$ cat src/rtl/dss_pkg.sv
package dss_pkg;
  typedef enum logic [1:0] {SZ_1 = 2'd0, SZ_2 = 2'd1, SZ_4 = 2'd2, SZ_BAD = 2'd3} size_e;
  typedef enum logic [2:0] {ST_IDLE, ST_REQ, ST_RD, ST_WR, ST_DONE} state_e;
endpackage

$ cat src/rtl/dss_align_chk.sv
module dss_align_chk
  import dss_pkg::*;
#(
  parameter int AW = 16
) (
  input  size_e         size_i,
  input  logic [AW-1:0] src_addr_i,
  input  logic [AW-1:0] dst_addr_i,
  output logic          err_o
);
  function automatic logic misal(input logic [AW-1:0] a, input size_e s);
    case (s)
      SZ_1:    misal = 1'b0;
      SZ_2:    misal = a[0];
      SZ_4:    misal = |a[1:0];
      default: misal = 1'b1;
    endcase
  endfunction

  assign err_o = misal(src_addr_i, size_i) | misal(dst_addr_i, size_i);
endmodule

$ cat src/rtl/dss_beat_plan.sv
module dss_beat_plan
  import dss_pkg::*;
#(
  parameter int OW = 3
) (
  input  size_e         size_i,
  input  logic          wide_i,
  output logic [OW-1:0] nbytes_o,
  output logic [OW-1:0] step_o
);
  always_comb begin
    case (size_i)
      SZ_2:    nbytes_o = OW'(2);
      SZ_4:    nbytes_o = OW'(4);
      default: nbytes_o = OW'(1);
    endcase
    // halfword beats only when the side is 16 bit and the unit is wider than a byte
    step_o = (wide_i && size_i != SZ_1) ? OW'(2) : OW'(1);
  end
endmodule

$ cat src/rtl/dss_stage.sv
module dss_stage #(
  parameter int UB = 4,
  localparam int SW = UB * 8,
  localparam int XW = $clog2(UB)
) (
  input  logic          clk_i,
  input  logic          rst_ni,
  input  logic          cap_i,
  input  logic          wide_i,
  input  logic          hw_i,
  input  logic [XW-1:0] off_i,
  input  logic          lsb_i,
  input  logic [15:0]   rdata_i,
  output logic [1:0]    be_o,
  output logic [15:0]   wdata_o
);
  logic [SW-1:0] stage_q;
  logic [7:0]    byte_w;
  logic          upper;

  assign upper  = wide_i & lsb_i;
  assign byte_w = stage_q[8*off_i +: 8];

  always_ff @(posedge clk_i or negedge rst_ni) begin
    if (!rst_ni) begin
      stage_q <= '0;
    end else if (cap_i) begin
      if (hw_i) stage_q[8*off_i +: 16] <= rdata_i;
      else      stage_q[8*off_i +: 8]  <= upper ? rdata_i[15:8] : rdata_i[7:0];
    end
  end

  always_comb begin
    if (!wide_i)   be_o = 2'b01;
    else if (hw_i) be_o = 2'b11;
    else           be_o = lsb_i ? 2'b10 : 2'b01;
    if (hw_i)       wdata_o = stage_q[8*off_i +: 16];
    else if (upper) wdata_o = {byte_w, 8'h00};
    else            wdata_o = {8'h00, byte_w};
  end
endmodule

$ cat src/rtl/dss_ctrl.sv
module dss_ctrl
  import dss_pkg::*;
#(
  parameter int AW = 16,
  parameter int OW = 3
) (
  input  logic          clk_i,
  input  logic          rst_ni,
  input  logic          start_i,
  input  size_e         size_i,
  input  logic [AW-1:0] src_addr_i,
  input  logic [AW-1:0] dst_addr_i,
  input  logic          src_wide_i,
  input  logic          dst_wide_i,
  input  logic          align_err_i,
  input  logic          gnt_i,
  output size_e         size_o,
  output logic          sw_o,
  output logic          dw_o,
  input  logic [OW-1:0] nbytes_i,
  input  logic [OW-1:0] src_step_i,
  input  logic [OW-1:0] dst_step_i,
  output logic          req_o,
  output logic          rd_o,
  output logic          wr_o,
  output logic [AW-1:0] addr_o,
  output logic [OW-1:0] off_o,
  output logic          cur_wide_o,
  output logic          cur_hw_o,
  output logic          done_o,
  output logic          err_o
);
  state_e        st_q;
  logic [AW-1:0] src_q, dst_q;
  logic [OW-1:0] off_q, off_n, step;
  logic          err_q;
  logic          last;

  assign step  = (st_q == ST_RD) ? src_step_i : dst_step_i;
  assign off_n = off_q + step;
  assign last  = off_n >= nbytes_i;

  always_ff @(posedge clk_i or negedge rst_ni) begin
    if (!rst_ni) begin
      st_q   <= ST_IDLE;
      src_q  <= '0;
      dst_q  <= '0;
      size_o <= SZ_1;
      sw_o   <= 1'b0;
      dw_o   <= 1'b0;
      off_q  <= '0;
      err_q  <= 1'b0;
    end else begin
      case (st_q)
        ST_IDLE: if (start_i) begin
          src_q  <= src_addr_i;
          dst_q  <= dst_addr_i;
          size_o <= size_i;
          sw_o   <= src_wide_i;
          dw_o   <= dst_wide_i;
          off_q  <= '0;
          err_q  <= align_err_i;
          st_q   <= align_err_i ? ST_DONE : ST_REQ;
        end
        ST_REQ: if (gnt_i) st_q <= ST_RD;
        ST_RD: begin
          off_q <= last ? '0 : off_n;
          if (last) st_q <= ST_WR;
        end
        ST_WR: begin
          off_q <= last ? '0 : off_n;
          if (last) st_q <= ST_DONE;
        end
        default: st_q <= ST_IDLE;
      endcase
    end
  end

  assign req_o      = st_q inside {ST_REQ, ST_RD, ST_WR};
  assign rd_o       = st_q == ST_RD;
  assign wr_o       = st_q == ST_WR;
  assign addr_o     = (rd_o ? src_q : dst_q) + AW'(off_q);
  assign off_o      = off_q;
  assign cur_wide_o = rd_o ? sw_o : dw_o;
  assign cur_hw_o   = step == OW'(2);
  assign done_o     = st_q == ST_DONE;
  assign err_o      = done_o & err_q;
endmodule

$ cat src/rtl/dss_size_seq.sv
module dss_size_seq
  import dss_pkg::*;
#(
  parameter int AW = 16
) (
  input  logic          clk_i,
  input  logic          rst_ni,
  input  logic          start_i,
  input  logic [1:0]    size_i,
  input  logic [AW-1:0] src_addr_i,
  input  logic [AW-1:0] dst_addr_i,
  input  logic          src_wide_i,
  input  logic          dst_wide_i,
  input  logic          gnt_i,
  input  logic [15:0]   rdata_i,
  output logic          req_o,
  output logic          cs_o,
  output logic          rd_o,
  output logic          wr_o,
  output logic [AW-1:0] addr_o,
  output logic [1:0]    be_o,
  output logic [15:0]   wdata_o,
  output logic          done_o,
  output logic          err_o
);
  localparam int UB = 4;
  localparam int OW = $clog2(UB) + 1;

  size_e         size_in, size_q;
  logic          align_err, sw_q, dw_q, cur_wide, cur_hw;
  logic [OW-1:0] nbytes, src_step, dst_step, off, nb_unused;

  assign size_in = size_e'(size_i);

  dss_align_chk #(.AW(AW)) u_align (
    .size_i(size_in), .src_addr_i(src_addr_i), .dst_addr_i(dst_addr_i), .err_o(align_err)
  );

  dss_beat_plan #(.OW(OW)) u_plan_src (
    .size_i(size_q), .wide_i(sw_q), .nbytes_o(nbytes), .step_o(src_step)
  );

  dss_beat_plan #(.OW(OW)) u_plan_dst (
    .size_i(size_q), .wide_i(dw_q), .nbytes_o(nb_unused), .step_o(dst_step)
  );

  dss_ctrl #(.AW(AW), .OW(OW)) u_ctrl (
    .clk_i, .rst_ni, .start_i, .size_i(size_in), .src_addr_i, .dst_addr_i,
    .src_wide_i, .dst_wide_i, .align_err_i(align_err), .gnt_i,
    .size_o(size_q), .sw_o(sw_q), .dw_o(dw_q),
    .nbytes_i(nbytes), .src_step_i(src_step), .dst_step_i(dst_step),
    .req_o, .rd_o, .wr_o, .addr_o, .off_o(off),
    .cur_wide_o(cur_wide), .cur_hw_o(cur_hw), .done_o, .err_o
  );

  dss_stage #(.UB(UB)) u_stage (
    .clk_i, .rst_ni, .cap_i(rd_o), .wide_i(cur_wide), .hw_i(cur_hw),
    .off_i(off[OW-2:0]), .lsb_i(addr_o[0]), .rdata_i, .be_o, .wdata_o
  );

  assign cs_o = rd_o | wr_o;
endmodule

$ cat config.mk
export PLATFORM = sky130hd
export DESIGN_NAME = dss_size_seq
export DESIGN_NICKNAME = d
export VERILOG_FILES = /design/src/rtl/dss_pkg.sv /design/src/rtl/dss_align_chk.sv /design/src/rtl/dss_beat_plan.sv /design/src/rtl/dss_stage.sv /design/src/rtl/dss_ctrl.sv /design/src/rtl/dss_size_seq.sv
export SDC_FILE = /design/constraint.sdc
export NUM_CORES = 1
export LEC_CHECK = 0
export BUFFER_PORTS_ARGS = -buffer_cell sky130_fd_sc_hd__clkbuf_2
export CORE_UTILIZATION = 51
export CTS_CLUSTER_DIAMETER = 150
export DETAILED_ROUTE_END_ITERATION = 8
export PLACE_DENSITY = 0.78
export SYNTH_ARGS = -nofsm -noshare
export SYNTH_HDL_FRONTEND = slang
export SYNTH_SLANG_ARGS = --single-unit
$ cat constraint.sdc
create_clock -name clk_i -period 3.1 [get_ports clk_i]
set_clock_uncertainty 0.05 [all_clocks]
set_input_delay 0.31 -clock clk_i [delete_from_list [all_inputs] [get_ports clk_i]]
set_output_delay 0.31 -clock clk_i [all_outputs]
set_load 0.01 [all_outputs]
==> results.py, run 1 <==
metrics = {
    "outcome": {
        "status": "finished, violations left",
        "violations": "hold timing, setup timing",
    },
    "cells_and_area": {
        "area_growth_syn_to_layout_pct": 21.7,
        "final_cells": 730,
        "drive_above_1_share_pct": 36.1,
        "antenna_cells": 0,
        "nets": 671,
        "finish.instance_area_sq_mm": 0.00593,
    },
    "synthesis": {
        "synth-warning-count": 0,
        "syn-instance-count": 499,
        "synth_xor_area_share_pct": 3.60,
        "ys_types": 48,
        "synth_top_area_share_pct": 38.5,
        "synth_common_cells": "dfrtp_1, nand2_1, mux2_2, nor2_1, mux2i_1",
        "synth_ff_type": "dfrtp_1",
        "yosys-top-cells-area": "dfrtp_1, mux2_2, mux2i_1, o221ai_1, ha_1",
        "yosys.area_share.simple_pct": 14.5,
        "mappedNetlistArea_sq_mm": 0.00487,
        "synthMuxAreaShare_pct": 18.3,
        "synth_fa_ha_area_share_pct": 4.93,
        "synth_top_family_by_area": "multiplexers",
        "synth_compound_area_share_pct": 15.3,
        "async_reset_ff_share_pct": 100,
        "synth_top_cell_by_area": "dfrtp_1",
        "synth_edf_count": 0,
        "synth_nets": 573,
        "ys_seq_area_share_pct": 38.5,
        "avgSynthCellArea_sq_um": 9.76,
        "ys_ff_latch": 75,
        "synth_most_common_cell": "dfrtp_1",
    },
    "global_route": {
        "grt_pass1_wl_um": 21000,
        "grt_max_degree": 43,
        "grt_pass1_vias": 4280,
        "overflow": 0,
        "grtUsageTotal_pct": 27.1,
        "antenna_found_initial": 0,
    },
    "clocking": {
        "cts_hold_buf": 0,
        "h-tree-depth": 3,
        "cts_max_path_buffers": 2,
        "cts_tree": "built",
        "cts_root_buffer": "clkbuf_8",
        "cts-buffers-inserted": 9,
        "cts.sinks": 75,
        "clk_latency_ns": 0.35,
        "path_clk_slew_ns": 0.09,
    },
    "min_path": {
        "hp-class": "in -> async",
    },
    "critical_path": {
        "cp_cell_sequence": "or3b_4 > buf_6 > inv_6 > nand2_2 > nand2_2 > ha_1 > a21o_1 > a21o_4 > nand3_2 > xor2_1 > mux2i_1 > buf_2",
        "startpoint_type": "flip-flop",
        "critPathTopFamily": "simple AND/OR/NAND/NOR gates",
        "cp_data_required_time_ns": 2.74,
        "r2r_cells": 13,
        "path_buf_inv": 3,
        "critPathKind": "reg -> out",
        "path_common_cell": "nand2_2",
        "cpMaxStageDelayCell": "or3b_4",
        "worstPathMaxFanout": 6,
        "critPathCaptureType": "primary output",
        "regToRegSetupSlack_ns": 0.03,
        "max_stage_delay_ns": 0.43,
        "reg2reg_to": "u_ctrl.st_q[0]",
        "crit_arrival_ns": 2.80,
        "r2r-start": "u_ctrl.st_q[0]",
    },
    "floorplanning": {
        "start_util_pct": 52.7,
        "dieArea_sq_mm": 0.00995,
        "core_sq_mm": 0.00924,
        "die_w_um": 99.7,
        "die_y_um": 99.7,
        "rows": 35,
        "ioPinCount": 96,
    },
    "drt": {
        "wl_per_cell_um": 17.7,
        "ant_nets": 0,
        "drt_drc_violations_left": 0,
        "dr_total_vias": 4331,
        "wl_um": 12900,
        "dr.pass1.iters": 7,
        "routed_via_density": 5.93,
        "drt_iter0_drc": 403,
    },
    "power_and_ir_drop": {
        "leakagePower_nw": 2.61,
        "power.total_mw": 6.32,
        "powerDensity_mw_per_mm2": 1070,
        "vdd_drop_max_mv": 0.582,
    },
    "timing": {
        "fin_ws_ns": -0.0580,
        "final_max_slew_viol_count": 0,
        "relSlewSlack_pct": 43.7,
        "grt_setup_unrepaired": "true",
        "finalSetupViolCount": 1,
        "fin_crit_sh_pct": 102,
        "finalHoldViolations": 4,
        "fmax_mhz": 317,
        "hold_ws_ns": -0.00642,
        "tightest_slew_ns": 0.844,
        "finalCriticalPeriod_ns": 3.16,
    },
    "placed_design": {
        "place_ws_ns": 0.0258,
        "gp_congestion": 0.922,
        "placed_area_sq_mm": 0.00554,
        "dp.cells": 711,
        "dp_hpwl_um": 9170,
        "portBuffers": 95,
    },
    "run": {
        "max_cap_violations": 0,
    },
}
==> state kept, by name, summed over array words and instances (netlist names) <==
name and cells:
u_stage.stage_q 32, u_ctrl.off_o 3, u_ctrl.sw_o 1, u_ctrl.dw_o 1, u_ctrl.size_o 2, u_ctrl.dst_q 16, u_ctrl.st_q 3, u_ctrl.err_q 1
u_ctrl.src_q 16
==> worst max path at each step <==
stage	from	endpoint	slack, ns	cells past startpoint
after floorplan	u_ctrl.st_q[0]	u_ctrl.st_q[0]	-0.16	14
after global placement	u_ctrl.st_q[0]	u_ctrl.st_q[0]	0.12	11
after detailed placement	u_ctrl.st_q[0]	addr_o[12]	0.03	12
after CTS	u_ctrl.st_q[2]	addr_o[4]	0.0003	12
after global routing	u_ctrl.st_q[0]	addr_o[7]	-0.14	12
final	u_ctrl.st_q[0]	addr_o[7]	-0.06	12
==> power breakdown <==
group	leakage, nW	internal [mW]	total (mW)	switching [mW]
clock	0.108	0.468	0.833	0.365
sequential	0.902	1.43	1.81	0.384
combinational	1.60	1.66	3.67	2.01
total	2.61	3.56	6.32	2.76
==> area by class of cell <==
| cell class | instances | area, sq um |
|---|---|---|
| repair buffers | 116 | 649 |
| fillers | 752 | 3310 |
| flip-flops and latches | 75 | 1880 |
| inverters | 15 | 66.3 |
| multi-input cells | 380 | 2960 |
| clock buffers | 10 | 138 |
| well taps | 129 | 161 |
| clock inverters | 5 | 77.6 |
==> placed cells by master (no fill, tap or decap), types with 3 or more instances in the layout <==
master,synthesis,routed
clkbuf_2,0,89
dfrtp_1,75,75
nor2_1,44,44
mux2_2,44,43
nand2_1,48,41
mux2i_1,37,37
a21oi_1,27,24
o221ai_1,24,24
buf_4,7,19
a22oi_1,17,17
inv_1,13,12
ha_1,16,12
xnor2_1,11,11
o22ai_1,11,11
o21ai_0,14,11
clkbuf_8,0,10
xor2_1,9,9
nor3_1,12,8
nand3_1,10,7
nor2b_1,8,7
nand2_2,1,6
buf_2,5,6
nor3_2,0,4
o21a_1,4,4
and2_1,4,4
a22o_1,4,4
nand4_1,3,3
nor4b_2,0,3
nand3_2,0,3
or4_1,3,3
ha_4,0,3
==> metrics by stage <==
stage | hold WS, ns | setup TNS, ns | utilization [%]
6_report | -0.00642 | -0.0580 | 64.2
5_1_grt | 0.0720 | -0.575 | 64.2
4_1_cts | 0.0332 | 0 | 63.0
3_5_place_dp | 0.417 | 0 | 60.0
3_3_place_gp | 0.392 | 0 | 60.0
2_1_floorplan | -0.0356 | -0.159 | -
==> cell families after synthesis <==
group	after synthesis
and+or+nand+nor	148
muxes	83
DFF	75
buffers and inverters	44
xor gates and xnor gates	20
adders and majority gates	18
AOI/OAI and AO/OA	111
==> layer usage <==
layer | vias up | share of wire (%) | track usage [%]
met5 | - | 0 | 0
met4 | 0 | 2.0 | 10.6
met3 | 28 | 6.1 | 4.08
met2 | 180 | 49 | 44.8
met1 | 2109 | 43 | 36.0
li1 | 2014 | - | -
==> timing repair <==
item | 4_1_cts | 5_1_grt
setup buffers | 2 | 2
endpoints found under the setup margin | 22 | 12
resized for setup | 15 | 27
pin swaps | 7 | 17
Note: power is estimated with default switching activity, not from simulation.
==> run 2, diff against run 1 <==
Settings changed: CORE_UTILIZATION 51 to 56, PLACE_DENSITY 0.78 to 0.81.
Clock period 3.1 ns to 3 ns, I/O delays scaled along.
==> results.py, run 2 (synthesis gave the netlist of run 1 again) <==
metrics = {
    "outcome": {
        "status": "finished, violations left",
        "violations": "setup timing",
    },
    "drt": {
        "wl_um": 13600,
        "ant_nets": 0,
        "drt_drc_violations_left": 0,
        "wl_per_cell_um": 19.0,
        "dr.pass1.iters": 5,
        "routed_via_density": 6.26,
        "drt_iter0_drc": 410,
        "dr_total_vias": 4476,
    },
    "critical_path": {
        "critPathCaptureType": "primary output",
        "critPathKind": "reg -> out",
        "cp_data_required_time_ns": 2.65,
        "crit_arrival_ns": 2.80,
        "startpoint_type": "flip-flop",
        "worstPathMaxFanout": 6,
    },
    "floorplanning": {
        "dieArea_sq_mm": 0.00908,
        "start_util_pct": 58.7,
        "core_sq_mm": 0.00830,
        "die_y_um": 95.3,
        "rows": 33,
        "ioPinCount": 96,
        "die_w_um": 95.3,
    },
    "global_route": {
        "grt_pass1_wl_um": 21500,
        "antenna_found_initial": 0,
        "grtUsageTotal_pct": 31.4,
        "grt_pass1_vias": 4396,
        "overflow": 0,
        "grt_max_degree": 43,
    },
    "run": {
        "max_cap_violations": 0,
    },
    "clocking": {
        "h-tree-depth": 3,
        "cts-buffers-inserted": 9,
        "clk_latency_ns": 0.36,
        "cts_max_path_buffers": 2,
        "cts_root_buffer": "clkbuf_8",
        "path_clk_slew_ns": 0.08,
        "cts.sinks": 75,
        "cts_tree": "built",
    },
    "timing": {
        "finalHoldViolations": 0,
        "tightest_slew_ns": 0.820,
        "finalSetupViolCount": 11,
        "final_max_slew_viol_count": 0,
        "grt_setup_unrepaired": "true",
        "finalCriticalPeriod_ns": 3.15,
        "fin_crit_sh_pct": 105,
        "fmax_mhz": 317,
        "relSlewSlack_pct": 45.3,
        "fin_ws_ns": -0.151,
    },
    "cells_and_area": {
        "layout_commonest_cell": "clkbuf_2",
        "reg_top3": "u_stage.stage_q x32, u_ctrl.dst_q x16, u_ctrl.src_q x16",
        "area_growth_syn_to_layout_pct": 24.5,
        "mostFrequentLayoutCells": "clkbuf_2, dfrtp_1, nor2_1",
        "largest_register_ffs": 32,
        "fin_util_pct": 73.1,
        "fill_cells": 557,
        "antenna_cells": 0,
        "drive_above_1_share_pct": 38.2,
        "regMostFlops": "u_stage.stage_q",
        "finish.instance_area_sq_mm": 0.00606,
        "nets": 680,
    },
    "min_path": {
        "hp-class": "in -> reg",
    },
    "power_and_ir_drop": {
        "powerDensity_mw_per_mm2": 1120,
        "leakagePower_nw": 2.68,
        "vdd_drop_max_mv": 0.759,
    },
    "placed_design": {
        "portBuffers": 95,
        "gp_congestion": 0.924,
        "dp_hpwl_um": 8980,
        "placed_area_sq_mm": 0.00554,
    },
}
-- run 2: repair_timing --
| action | CTS | global route |
|---|---|---|
| endpoints found under the hold margin | 4 | 0 |
| resized for setup | 26 | 28 |
| endpoints found under the setup margin | 32 | 26 |
| buffers inserted | 7 | 2 |
| hold buffers | 1 | 0 |
| pin swaps | 15 | 16 |
-- run 2: layout make-up --
class	instances	area, sq um	share of cell area, %
multi-input combinational	380	3030	49.9
sequential	75	1880	30.9
timing repair buffer	125	736	12.1
tap	105	131	2.17
clock buffer	10	128	2.10
clock inverter	5	103	1.69
inverter	15	63.8	1.05
-- run 2: final timing paths --
path | slack [ns] | from | to | cells after the start
setup / recovery | -0.15 | u_ctrl.st_q[0] | addr_o[4] | 12
hold / removal | 0.11 | size_i[1] | u_ctrl.size_o[1] | 3
setup reg to reg | -0.02 | u_ctrl.st_q[0] | u_ctrl.st_q[0] | 12
hold reg to reg | 0.44 | u_stage.stage_q[11] | u_stage.stage_q[11] | 2
max in group asynchronous | 1.68 | rst_ni | u_ctrl.dst_q[15] | 3
min in group asynchronous | 0.52 | rst_ni | u_ctrl.st_q[0] | 2
-- run 2: stage by stage --
step                      setup slack (ns)  hold WS (ns)  instances  power (mW)  TNS, ns
after floorplan                     -0.258       -0.0456        499        4.42   -0.410
after global placement              0.0401         0.385        690        5.25        0
after detailed placement            0.0152         0.382        690        5.40        0
after CTS                          -0.0805         0.105        713        6.55   -0.366
after global routing                -0.203         0.123        715        7.25    -1.86
final                               -0.151         0.111        715        6.81   -0.847
-- run 2: critical path, stage by stage, from the launching register on --
cell	delay, ns
dfrtp_1	0.39
or3b_4	0.43
buf_12	0.15
nand2_2	0.05
nand2_2	0.06
ha_4	0.16
fa_2	0.37
a21o_1	0.26
nand2_1	0.10
xnor2_1	0.11
nand2_1	0.10
o21ai_2	0.09
buf_2	0.15
-- run 2: routing by layer --
layer / wire [um] / track usage [%] / vias to the layer above / part of all wire, %
li1: - / - / 2031 / -
met1: 5410 / 40.1 / 2153 / 40
met2: 6690 / 51.5 / 246 / 49
met3: 1120 / 6.38 / 46 / 8.2
met4: 399 / 13.6 / 0 / 2.9
met5: 0 / 0 / - / 0
-- run 2: power breakdown --
| part | total [mW] | switching [mW] | internal [mW] |
|---|---|---|---|
| registers | 1.88 | 0.409 | 1.47 |
| clock network | 0.930 | 0.383 | 0.547 |
| logic | 4.00 | 2.17 | 1.82 |
| total | 6.81 | 2.96 | 3.84 |
==> run 3, diff against run 2 <==
Settings changed: ABC_AREA set to 1, CORE_MARGIN set to 3, CORE_UTILIZATION 56 to 57.
==> results.py, run 3 <==
metrics = {
    "floorplanning": {
        "die_w_um": 104,
        "die_y_um": 104,
        "rows": 35,
        "ioPinCount": 96,
        "dieArea_sq_mm": 0.0109,
        "start_util_pct": 58.9,
        "core_sq_mm": 0.00933,
    },
    "synthesis": {
        "ys_ff_latch": 75,
        "avgSynthCellArea_sq_um": 7.22,
        "synth_top_area_share_pct": 34.1,
        "yosys-top-cells-area": "dfrtp_1, nand2_1, a21oi_1, nor2_1, mux2_2",
        "ys_seq_area_share_pct": 34.1,
        "syn-instance-count": 761,
        "mappedNetlistArea_sq_mm": 0.00550,
        "synth_nets": 835,
        "synth-warning-count": 0,
        "async_reset_ff_share_pct": 100,
        "synth_common_cells": "nand2_1, a21oi_1, nor2_1, dfrtp_1, inv_1",
        "synth_top_cell_by_area": "dfrtp_1",
        "ys_types": 39,
        "synth_most_common_cell": "nand2_1",
        "synth_edf_count": 0,
        "synth_ff_type": "dfrtp_1",
    },
    "placed_design": {
        "placed_area_sq_mm": 0.00609,
        "gp_congestion": 0.993,
        "dp_hpwl_um": 11800,
        "place_ws_ns": 0.0320,
        "portBuffers": 95,
        "dp.cells": 961,
    },
    "global_route": {
        "grt_pass1_wl_um": 27800,
        "grtUsageMet3_pct": 4.90,
        "top_usage_layer": "met2",
        "met2_usage_pct": 52.3,
        "use_met1_pct": 38.5,
        "antenna_found_initial": 0,
        "grt_max_degree": 76,
        "grtUsageTotal_pct": 31.0,
        "grt_pass1_vias": 5778,
        "overflow": 0,
    },
    "power_and_ir_drop": {
        "pwr-share-seq_pct": 24.0,
        "p_comb_share_pct": 63.6,
        "power_frac_clock_pct": 12.4,
        "internal_power_mw": 3.81,
        "switching_share_pct": 51.1,
        "vdd_drop_max_mv": 0.754,
        "power.total_mw": 7.79,
        "powerDensity_mw_per_mm2": 1210,
        "leakagePower_nw": 3.22,
        "power.switching_mw": 3.98,
    },
    "clocking": {
        "cts_max_path_buffers": 2,
        "cts-buffers-inserted": 9,
        "cts_tree": "built",
        "clk_latency_ns": 0.36,
        "cts_root_buffer": "clkbuf_8",
        "cts_hold_buf": 0,
        "cts.sinks": 75,
        "h-tree-depth": 3,
        "path_clk_slew_ns": 0.09,
    },
    "critical_path": {
        "cp_cell_sequence": "inv_1 > ha_2 > nor2_2 > nand2_2 > nand2_4 > inv_1 > ha_1 > fa_2 > xnor2_2 > inv_1 > ha_4 > a21oi_2 > o2111ai_2 > buf_4 > o22ai_1",
        "worstPathMaxFanout": 4,
        "startpoint_type": "flip-flop",
        "critPathCaptureType": "flip-flop",
        "path_buf_inv": 4,
        "cpMaxStageDelayCell": "dfrtp_1",
        "critPathKind": "reg -> reg",
        "crit_arrival_ns": 3.09,
        "critPathTopFamily": "adder cells",
        "path_common_cell": "inv_1",
        "cp_data_required_time_ns": 3.22,
        "max_stage_delay_ns": 0.37,
    },
    "drt": {
        "drt_drc_violations_left": 0,
        "drt_iter0_drc": 443,
        "routed_via_density": 5.91,
        "dr.pass1.iters": 6,
        "dr_total_vias": 5816,
        "wl_um": 16700,
        "ant_nets": 0,
        "wl_per_cell_um": 16.9,
    },
    "timing": {
        "fin_tns_setup_ns": 0,
        "relSlewSlack_pct": 32.8,
        "finalSetupViolCount": 0,
        "finalCriticalPeriod_ns": 2.88,
        "finalHoldViolations": 0,
        "final_max_slew_viol_count": 0,
        "fmax_mhz": 347,
        "fin_crit_sh_pct": 95.9,
        "fin_ws_ns": 0.122,
        "tightest_slew_ns": 1.01,
    },
    "cells_and_area": {
        "finish.instance_area_sq_mm": 0.00642,
        "reg_top3": "u_stage.stage_q x32, u_ctrl.dst_q x16, u_ctrl.src_q x16",
        "largest_register_ffs": 32,
        "regMostFlops": "u_stage.stage_q",
        "mostFrequentLayoutCells": "nand2_1, clkbuf_2, a21oi_1",
        "antenna_cells": 0,
        "fill_cells": 796,
        "nets": 925,
        "final_cells": 984,
        "layout_commonest_cell": "nand2_1",
        "area_growth_syn_to_layout_pct": 16.9,
        "drive_above_1_share_pct": 25.3,
    },
    "min_path": {
        "hp-class": "in -> async",
    },
    "outcome": {
        "status": "complete, no violations",
    },
    "run": {
        "max_cap_violations": 0,
    },
}
[run 3: cell count changes in the layout (fill, tap and decap cells not counted), moves of 8 or more]
cell | previous run | this run
mux2i_1 | 37 | 0
nand4_1 | 3 | 32
inv_1 | 11 | 68
o21ai_0 | 11 | 37
nor2_1 | 44 | 77
xnor2_1 | 10 | 1
mux2_2 | 43 | 25
a32oi_1 | 0 | 8
nand2_1 | 41 | 170
nand3_1 | 8 | 47
a22oi_1 | 17 | 2
a21oi_1 | 24 | 85
o221ai_1 | 24 | 0
[run 3: cell families after synthesis]
logic type	after synthesis	synth area share [%]
mux	25	5.12
flops	75	34.1
buf+inv	110	8.35
compound gates	157	15.7
fa+ha+maj	18	4.37
xor+xnor	8	1.27
simple gates	368	31.0
[run 3: worst reg2reg max path: cells and delay by family, from the launching register on]
kind                       cells  cell delay [ns]
DFF                            1             0.37
xor gates and xnor gates       1             0.22
adders and majority gates      4             1.02
buffers and inverters          4             0.42
and+or+nand+nor                3             0.34
AOI/OAI and AO/OA              3             0.36
[run 3: area by class of cell]
class                           count  area (sq um)  area share (%)
Sequential cell                    75          1880            29.3
Multi-Input combinational cell    576          3230            50.3
Timing Repair Buffer              116           633            9.85
Clock buffer                        9           124            1.93
Tap cell                          129           161            2.51
Clock inverter                      6           113            1.75
Inverter                           73           279            4.34
[run 3: path summary, 6_finish.rpt]
| kind | start | to | slack (ns) | depth (start not counted) |
|---|---|---|---|---|
| setup / recovery | u_ctrl.size_o[1] | u_ctrl.off_o[0] | 0.12 | 15 |
| max in group asynchronous | rst_ni | u_ctrl.off_o[0] | 2.11 | 2 |
| hold / removal | rst_ni | u_stage.stage_q[30] | 0.11 | 2 |
| min in group clk_i | src_addr_i[8] | u_ctrl.src_q[8] | 0.11 | 2 |
| hold reg to reg | u_ctrl.err_q | u_ctrl.err_q | 0.45 | 2 |
| setup reg to reg | u_ctrl.size_o[1] | u_ctrl.off_o[0] | 0.12 | 15 |
[run 3: metal layers]
layer	part of all wire, %	up-vias
met5	0	-
met1	39	2729
met3	8.1	60
li1	-	2727
met4	4.7	0
met2	48	300
[run 3: timing repair]
| action | 4_1_cts | 5_1_grt |
|---|---|---|
| buffers inserted | 2 | 6 |
| gates resized for setup | 1 | 11 |
| endpoints found under the setup margin | 9 | 17 |
| endpoints found under the hold margin | 0 | 0 |
| pin swaps | 0 | 2 |
[run 3: through the flow]
step / util [%] / hold WS [ns]
floorplan: - / -0.0456
global placement: 65.3 / 0.420
detailed placement: 65.3 / 0.427
CTS: 68.0 / 0.115
global route: 68.9 / 0.125
finish: 68.9 / 0.114
[run 3: power groups by stage]
stage          clock (mW)  combinational, mW  sequential [mW]
2_1_floorplan           0               3.44             1.78
3_3_place_gp            0               4.61             1.85
3_5_place_dp            0               4.76             1.88
4_1_cts             0.961               4.81             1.86
5_1_grt              1.01               5.51             1.92
6_report            0.968               4.96             1.87
